### config.mk
export PLATFORM = sky130hd
export DESIGN_NAME = hdm_target_sel
export DESIGN_NICKNAME = d
export VERILOG_FILES = /design/src/rtl/hdm_sel_pkg.sv /design/src/rtl/hdm_regfile.sv /design/src/rtl/hdm_index_calc.sv /design/src/rtl/hdm_target_sel.sv
export SDC_FILE = /design/constraint.sdc
export NUM_CORES = 1
export LEC_CHECK = 0
export BUFFER_PORTS_ARGS = -buffer_cell sky130_fd_sc_hd__buf_2
export CAP_MARGIN = 20
export CORE_AREA = 2 2 91 93
export DETAILED_ROUTE_END_ITERATION = 8
export DIE_AREA = 0 0 93 95
export HOLD_SLACK_MARGIN = 0.03
export PLACE_DENSITY = 0.76
export RECOVER_POWER = 25
export SETUP_SLACK_MARGIN = 0.2
export SYNTH_ARGS = -nofsm -noshare
export SYNTH_HDL_FRONTEND = slang
export SYNTH_SLANG_ARGS = --single-unit
export TNS_END_PERCENT = 30
### constraint.sdc
create_clock -name clk -period 2.7 [get_ports clk]
set_clock_uncertainty 0.2 [all_clocks]
set_input_delay 0.405 -clock clk [delete_from_list [all_inputs] [get_ports clk]]
set_output_delay 0.405 -clock clk [all_outputs]
set_load 0.05 [all_outputs]
### src/rtl/hdm_sel_pkg.sv
package hdm_sel_pkg;
    // Control register field positions (decoded by the lookup path)
    localparam int IG_LSB          = 0;
    localparam int IW_LSB          = 4;
    localparam int COMMIT_BIT      = 10;
    // Granularity code 0 means 256-byte interleave
    localparam int GRAN_SHIFT_BASE = 8;

    typedef enum logic [1:0] {
        SEL_CTRL = 2'd0,
        SEL_TLO  = 2'd1,
        SEL_THI  = 2'd2,
        SEL_NONE = 2'd3
    } reg_sel_e;

    typedef enum logic [1:0] {
        RSP_IDLE = 2'd0,
        RSP_HIT  = 2'd1,
        RSP_MISS = 2'd2
    } rsp_state_e;
endpackage

### src/rtl/hdm_regfile.sv
module hdm_regfile
    import hdm_sel_pkg::*;
#(
    parameter int REG_W = 32,
    parameter int IG_W  = 4,
    parameter int IW_W  = 4
) (
    input  logic             clk,
    input  logic             rst_n,
    input  logic             wr_en,
    input  logic [1:0]       wr_sel,
    input  logic [REG_W-1:0] wr_data,
    output logic [IG_W-1:0]  ig_enc,
    output logic [IW_W-1:0]  iw_enc,
    output logic             committed,
    output logic [REG_W-1:0] tgt_lo,
    output logic [REG_W-1:0] tgt_hi
);
    always_ff @(posedge clk or negedge rst_n) begin
        if (!rst_n) begin
            ig_enc    <= '0;
            iw_enc    <= '0;
            committed <= 1'b0;
            tgt_lo    <= '0;
            tgt_hi    <= '0;
        end else if (wr_en) begin
            unique case (reg_sel_e'(wr_sel))
                SEL_CTRL: begin
                    ig_enc    <= wr_data[IG_LSB +: IG_W];
                    iw_enc    <= wr_data[IW_LSB +: IW_W];
                    committed <= wr_data[COMMIT_BIT];
                end
                SEL_TLO:  tgt_lo <= wr_data;
                SEL_THI:  tgt_hi <= wr_data;
                SEL_NONE: ;
            endcase
        end
    end
endmodule

### src/rtl/hdm_index_calc.sv
module hdm_index_calc
    import hdm_sel_pkg::*;
#(
    parameter int ADDR_W = 48,
    parameter int REG_W  = 32,
    parameter int PORT_W = 8,
    parameter int IG_W   = 4,
    parameter int IW_W   = 4
) (
    input  logic [ADDR_W-1:0] addr,
    input  logic [IG_W-1:0]   ig_enc,
    input  logic [IW_W-1:0]   iw_enc,
    input  logic              committed,
    input  logic [REG_W-1:0]  tgt_lo,
    input  logic [REG_W-1:0]  tgt_hi,
    output logic              hit,
    output logic [PORT_W-1:0] port
);
    localparam int PER_WORD = REG_W / PORT_W;
    localparam int NUM_ENT  = 2 * PER_WORD;
    localparam int IDX_W    = $clog2(NUM_ENT);

    logic [PORT_W-1:0] entries [NUM_ENT];
    logic [ADDR_W-1:0] shifted;
    logic [IDX_W-1:0]  mask;
    logic [IDX_W-1:0]  idx;
    logic              ways_ok;

    // Lay the two target words out as one entry array
    for (genvar e = 0; e < NUM_ENT; e++) begin : g_ent
        if (e < PER_WORD) begin : g_lo
            assign entries[e] = tgt_lo[e*PORT_W +: PORT_W];
        end else begin : g_hi
            assign entries[e] = tgt_hi[(e-PER_WORD)*PORT_W +: PORT_W];
        end
    end

    always_comb begin
        shifted = addr >> (GRAN_SHIFT_BASE + int'(ig_enc));
        for (int b = 0; b < IDX_W; b++) begin
            mask[b] = (IW_W'(b) < iw_enc);
        end
        idx     = shifted[IDX_W-1:0] & mask;
        ways_ok = (iw_enc <= IW_W'(IDX_W));
        hit     = committed && ways_ok;
        port    = hit ? entries[idx] : '0;
    end
endmodule

### src/rtl/hdm_target_sel.sv
module hdm_target_sel
    import hdm_sel_pkg::*;
#(
    parameter int ADDR_W = 48,
    parameter int REG_W  = 32,
    parameter int PORT_W = 8,
    parameter int IG_W   = 4,
    parameter int IW_W   = 4
) (
    input  logic              clk,
    input  logic              rst_n,
    input  logic              wr_en,
    input  logic [1:0]        wr_sel,
    input  logic [REG_W-1:0]  wr_data,
    input  logic              lk_req,
    input  logic [ADDR_W-1:0] lk_addr,
    output logic              rsp_valid,
    output logic              rsp_hit,
    output logic [PORT_W-1:0] rsp_port
);
    logic [IG_W-1:0]   ig_enc;
    logic [IW_W-1:0]   ways_enc;
    logic              committed;
    logic [REG_W-1:0]  tgt_lo;
    logic [REG_W-1:0]  tgt_hi;
    logic              sel_hit;
    logic [PORT_W-1:0] sel_port;
    logic [PORT_W-1:0] port_q;

    rsp_state_e state_q, state_d;

    hdm_regfile #(.REG_W(REG_W), .IG_W(IG_W), .IW_W(IW_W)) u_regs (
        .clk       (clk),
        .rst_n     (rst_n),
        .wr_en     (wr_en),
        .wr_sel    (wr_sel),
        .wr_data   (wr_data),
        .ig_enc    (ig_enc),
        .iw_enc    (ways_enc),
        .committed (committed),
        .tgt_lo    (tgt_lo),
        .tgt_hi    (tgt_hi)
    );

    hdm_index_calc #(
        .ADDR_W(ADDR_W), .REG_W(REG_W), .PORT_W(PORT_W),
        .IG_W(IG_W), .IW_W(IW_W)
    ) u_idx (
        .addr      (lk_addr),
        .ig_enc    (ig_enc),
        .iw_enc    (ways_enc),
        .committed (committed),
        .tgt_lo    (tgt_lo),
        .tgt_hi    (tgt_hi),
        .hit       (sel_hit),
        .port      (sel_port)
    );

    // Next-state: a request lands in HIT or MISS, otherwise IDLE
    always_comb begin
        state_d = RSP_IDLE;
        if (lk_req) begin
            state_d = sel_hit ? RSP_HIT : RSP_MISS;
        end
    end

    // State register and captured port number
    always_ff @(posedge clk or negedge rst_n) begin
        if (!rst_n) begin
            state_q <= RSP_IDLE;
            port_q  <= '0;
        end else begin
            state_q <= state_d;
            port_q  <= (lk_req && sel_hit) ? sel_port : '0;
        end
    end

    // Outputs decoded from the state
    always_comb begin
        unique case (state_q)
            RSP_IDLE: begin rsp_valid = 1'b0; rsp_hit = 1'b0; end
            RSP_HIT:  begin rsp_valid = 1'b1; rsp_hit = 1'b1; end
            RSP_MISS: begin rsp_valid = 1'b1; rsp_hit = 1'b0; end
            default:  begin rsp_valid = 1'b0; rsp_hit = 1'b0; end
        endcase
        rsp_port = rsp_hit ? port_q : '0;
    end
endmodule

==> reports/metrics.yaml <==
routing:
  num_vias: 3043
  wl_per_cell_um: 18.91
  via_per_inst: 5.943
  route.detailed.drc: 0
  wl_um: 9684
  first_pass_iters: 4
  final_antenna_net_count: 0
  drt_iter0_markers: 136
timing:
  rsz0062_at_grt: "true"
  tightest_slew_ns: 1.131
  fmax_mhz: 381.2
  setup_violations: 0
  finalWorstSetupSlack_ns: 0.07661
  min_period_ns: 2.623
  period_share_pct: 97.16
  timing.slew.headroom_pct: 24.60
  hold_violations: 0
  final_max_slew_viol_count: 0
final_layout:
  n_antenna_cell: 0
  fin_nets: 490
  regArea_um2: 2078
  multi_input_area_um2: 2113
  layout-drive-gt1-share_pct: 52.09
  nFillCells: 613
  synthToLayoutAreaGrowth_pct: 22.79
  fin_util_pct: 64.03
pwr:
  p_per_area_nw_per_um2: 742.8
  clockPowerShare_pct: 23.0
  irDropWorstVdd_mv: 0.3857
  power.leakage_nw: 2.150
  pwr-share-seq_pct: 43.5
  p_switching_w: 0.001262
  p_int_w: 0.002508
  combinationalPowerShare_pct: 33.6
  total_power_w: 0.003770
  p_sw_share_pct: 33.48
synthesis:
  yosysTopAreaCellShare_pct: 50.24
  synthArstFlopShare_pct: 100.0
  synth_commonest_cells: "dfrtp_1 (83), mux2_2 (74), a211oi_1 (26), a21boi_0 (25), clkbuf_1 (15)"
  avgSynthCellArea_um2: 12.64
  synth.most_common_cell: "dfrtp_1"
  ys_seq_elements: 83
  syn_inst: 327
  synth-edff-count: 0
  synth_fp_nets: 414
  yosysUniqueCellTypes: 36
  synth_top_area_cell: "dfrtp_1"
  yosysSeqAreaShare_pct: 50.24
  synth_area_leaders: "dfrtp_1 (50%), mux2_2 (20%), a211oi_1 (4.7%), a21boi_0 (4.5%), mux4_2 (3.3%)"
  syn_area_um2: 4134
  ys.flop_type: "dfrtp_1"
  yosys_warnings: 0
outcome:
  outcome: "completed"
clock_network:
  clkSlewWorstSetupHoldPaths_ns: 0.08
  clk-insertion-delay-late_ns: 0.34
  cts_root_buffer: "clkbuf_8"
  cts_made_buffers: 9
  ctsLongestPathBuffers: 2
  cts_htree_levels: 3
  numClockSinks: 83
  cts_tree: "yes"
critical_path:
  cpLargestDelayFamily: "multiplexers"
  slowest_delay_ns: 0.56
  critical_path_arrival_ns: 2.64
  cp-end-kind: "flop"
  crit_chain: "mux4_2 -> mux4_2 -> o31ai_4 -> a21boi_4 -> a311oi_2 -> nor4_2"
  required_ns: 2.71
  startpoint_type: "flop"
  cp_common_cell: "mux4_2"
  critPathMaxFanout: 8
  crit_buf_inv: 0
  criticalPathCategory: "reg2reg"
  crit_slowest_cell: "mux4_2"
die:
  die_h_um: 95
  ios: 96
  start_util_pct: 52.15
  dieArea_um2: 8835
  die_w_um: 93
  placementRows: 33
  coreArea_um2: 7928
grt:
  grt_max_degree: 48
  grt_pass1_wl_um: 15240
  antenna_found_initial: 0
  grt-ovfl-total: 0
  grt_usage_pct: 22.66
  grt_pass1_vias: 3066
place:
  portBuffers: 65
  hpwl_um: 6497
  gp_congestion: 0.8369
  pre_cts_ws_ns: -0.2344
min_path:
  hold_path.class: "in2reg"
run:
  cap_violations: 0
stage by stage:
| step | TNS [ns] | cells | cell area, um^2 | hold WS [ns] |
|---|---|---|---|---|
| 3_5_place_dp | -1.450 | 496 | 4688 | 0.2463 |
| 3_3_place_gp | -0.7462 | 496 | 4688 | 0.2396 |
| 4_1_cts | 0 | 512 | 5056 | 0.09492 |
| 6_report | 0 | 512 | 5076 | 0.1021 |
| 2_1_floorplan | 0 | 327 | 4134 | -0.09059 |
| 5_1_grt | -0.02534 | 512 | 5076 | 0.08827 |
state kept, by name (all words and copies together) (netlist names):
register and count:
port_q 8, u_regs.tgt_hi 32, state_q 2, u_regs.iw_enc 4, u_regs.committed 1, u_regs.tgt_lo 32, u_regs.ig_enc 4
power groups by stage:
stage | combinational [W] | sequential, W | clock, W
3_5_place_dp | 0.00108 | 0.00164 | 0
6_report | 0.00127 | 0.00164 | 0.000865
4_1_cts | 0.00123 | 0.00163 | 0.000870
2_1_floorplan | 0.000763 | 0.00157 | 0
5_1_grt | 0.00135 | 0.00166 | 0.000941
3_3_place_gp | 0.00104 | 0.00163 | 0
routing by layer:
metal | part of all wire [%] | global-route usage [%]
met1 | 41 | 28.77
met2 | 52 | 38.59
met3 | 4.7 | 5.826
met4 | 2.3 | 6.618
met5 | 0 | 0
area by class of cell:
class                      count  area share (%)
clock buffer                  11           2.785
clock inverter                 4           1.011
multi-input combinational    214           41.63
inverter                       4          0.2958
tap                          105           2.588
sequential                    83           40.94
timing repair buffer          91           10.75
repair_timing:
| action | CTS | global route |
|---|---|---|
| pin swaps | 21 | 2 |
| cloned | 0 | 0 |
| hold buffers | 1 | 0 |
| hold endpoints to repair | 45 | 0 |
| buffers inserted | 0 | 0 |
| setup endpoints to repair | 8 | 8 |
| resized for setup | 29 | 5 |
cell families after synthesis:
family / after synthesis / synth area share, %
DFF: 83 / 50.24
muxes: 90 / 25.88
buffers and inverters: 30 / 3.208
AOI/OAI and AO/OA: 77 / 13.89
adders and majority gates: 1 / 0.3026
and+or+nand+nor: 46 / 6.478
cells in the final DEF (no fill, tap or decap), drive strengths merged, types with 2 or more instances in the layout:
master and n:
buf 86, dfrtp 83, mux2 75, a21boi 26
a211oi 26, clkbuf 15, nand2 10, and2 9
mux2i 9, a21oi 9, nor4 9, a311oi 8
mux4 6, inv 4, nand3b 4, nor2 3
nand2b 3, a31oi 3, nand3 2, o32a 2
clkinv 2
final timing paths:
path	cells after the start	start	end	slack, ns
worst min register to register	1	u_regs.committed	state_q[1]	0.30
max in group asynchronous	3	rst_n	u_regs.ig_enc[1]	0.81
worst max register to register	6	u_regs.ig_enc[1]	port_q[0]	0.08
worst min-delay path	2	wr_data[12]	u_regs.tgt_lo[12]	0.10
min in group asynchronous	2	rst_n	u_regs.tgt_lo[16]	0.61
worst max-delay path	6	u_regs.ig_enc[1]	port_q[0]	0.08
Note: power is estimated with default switching activity, not from simulation.
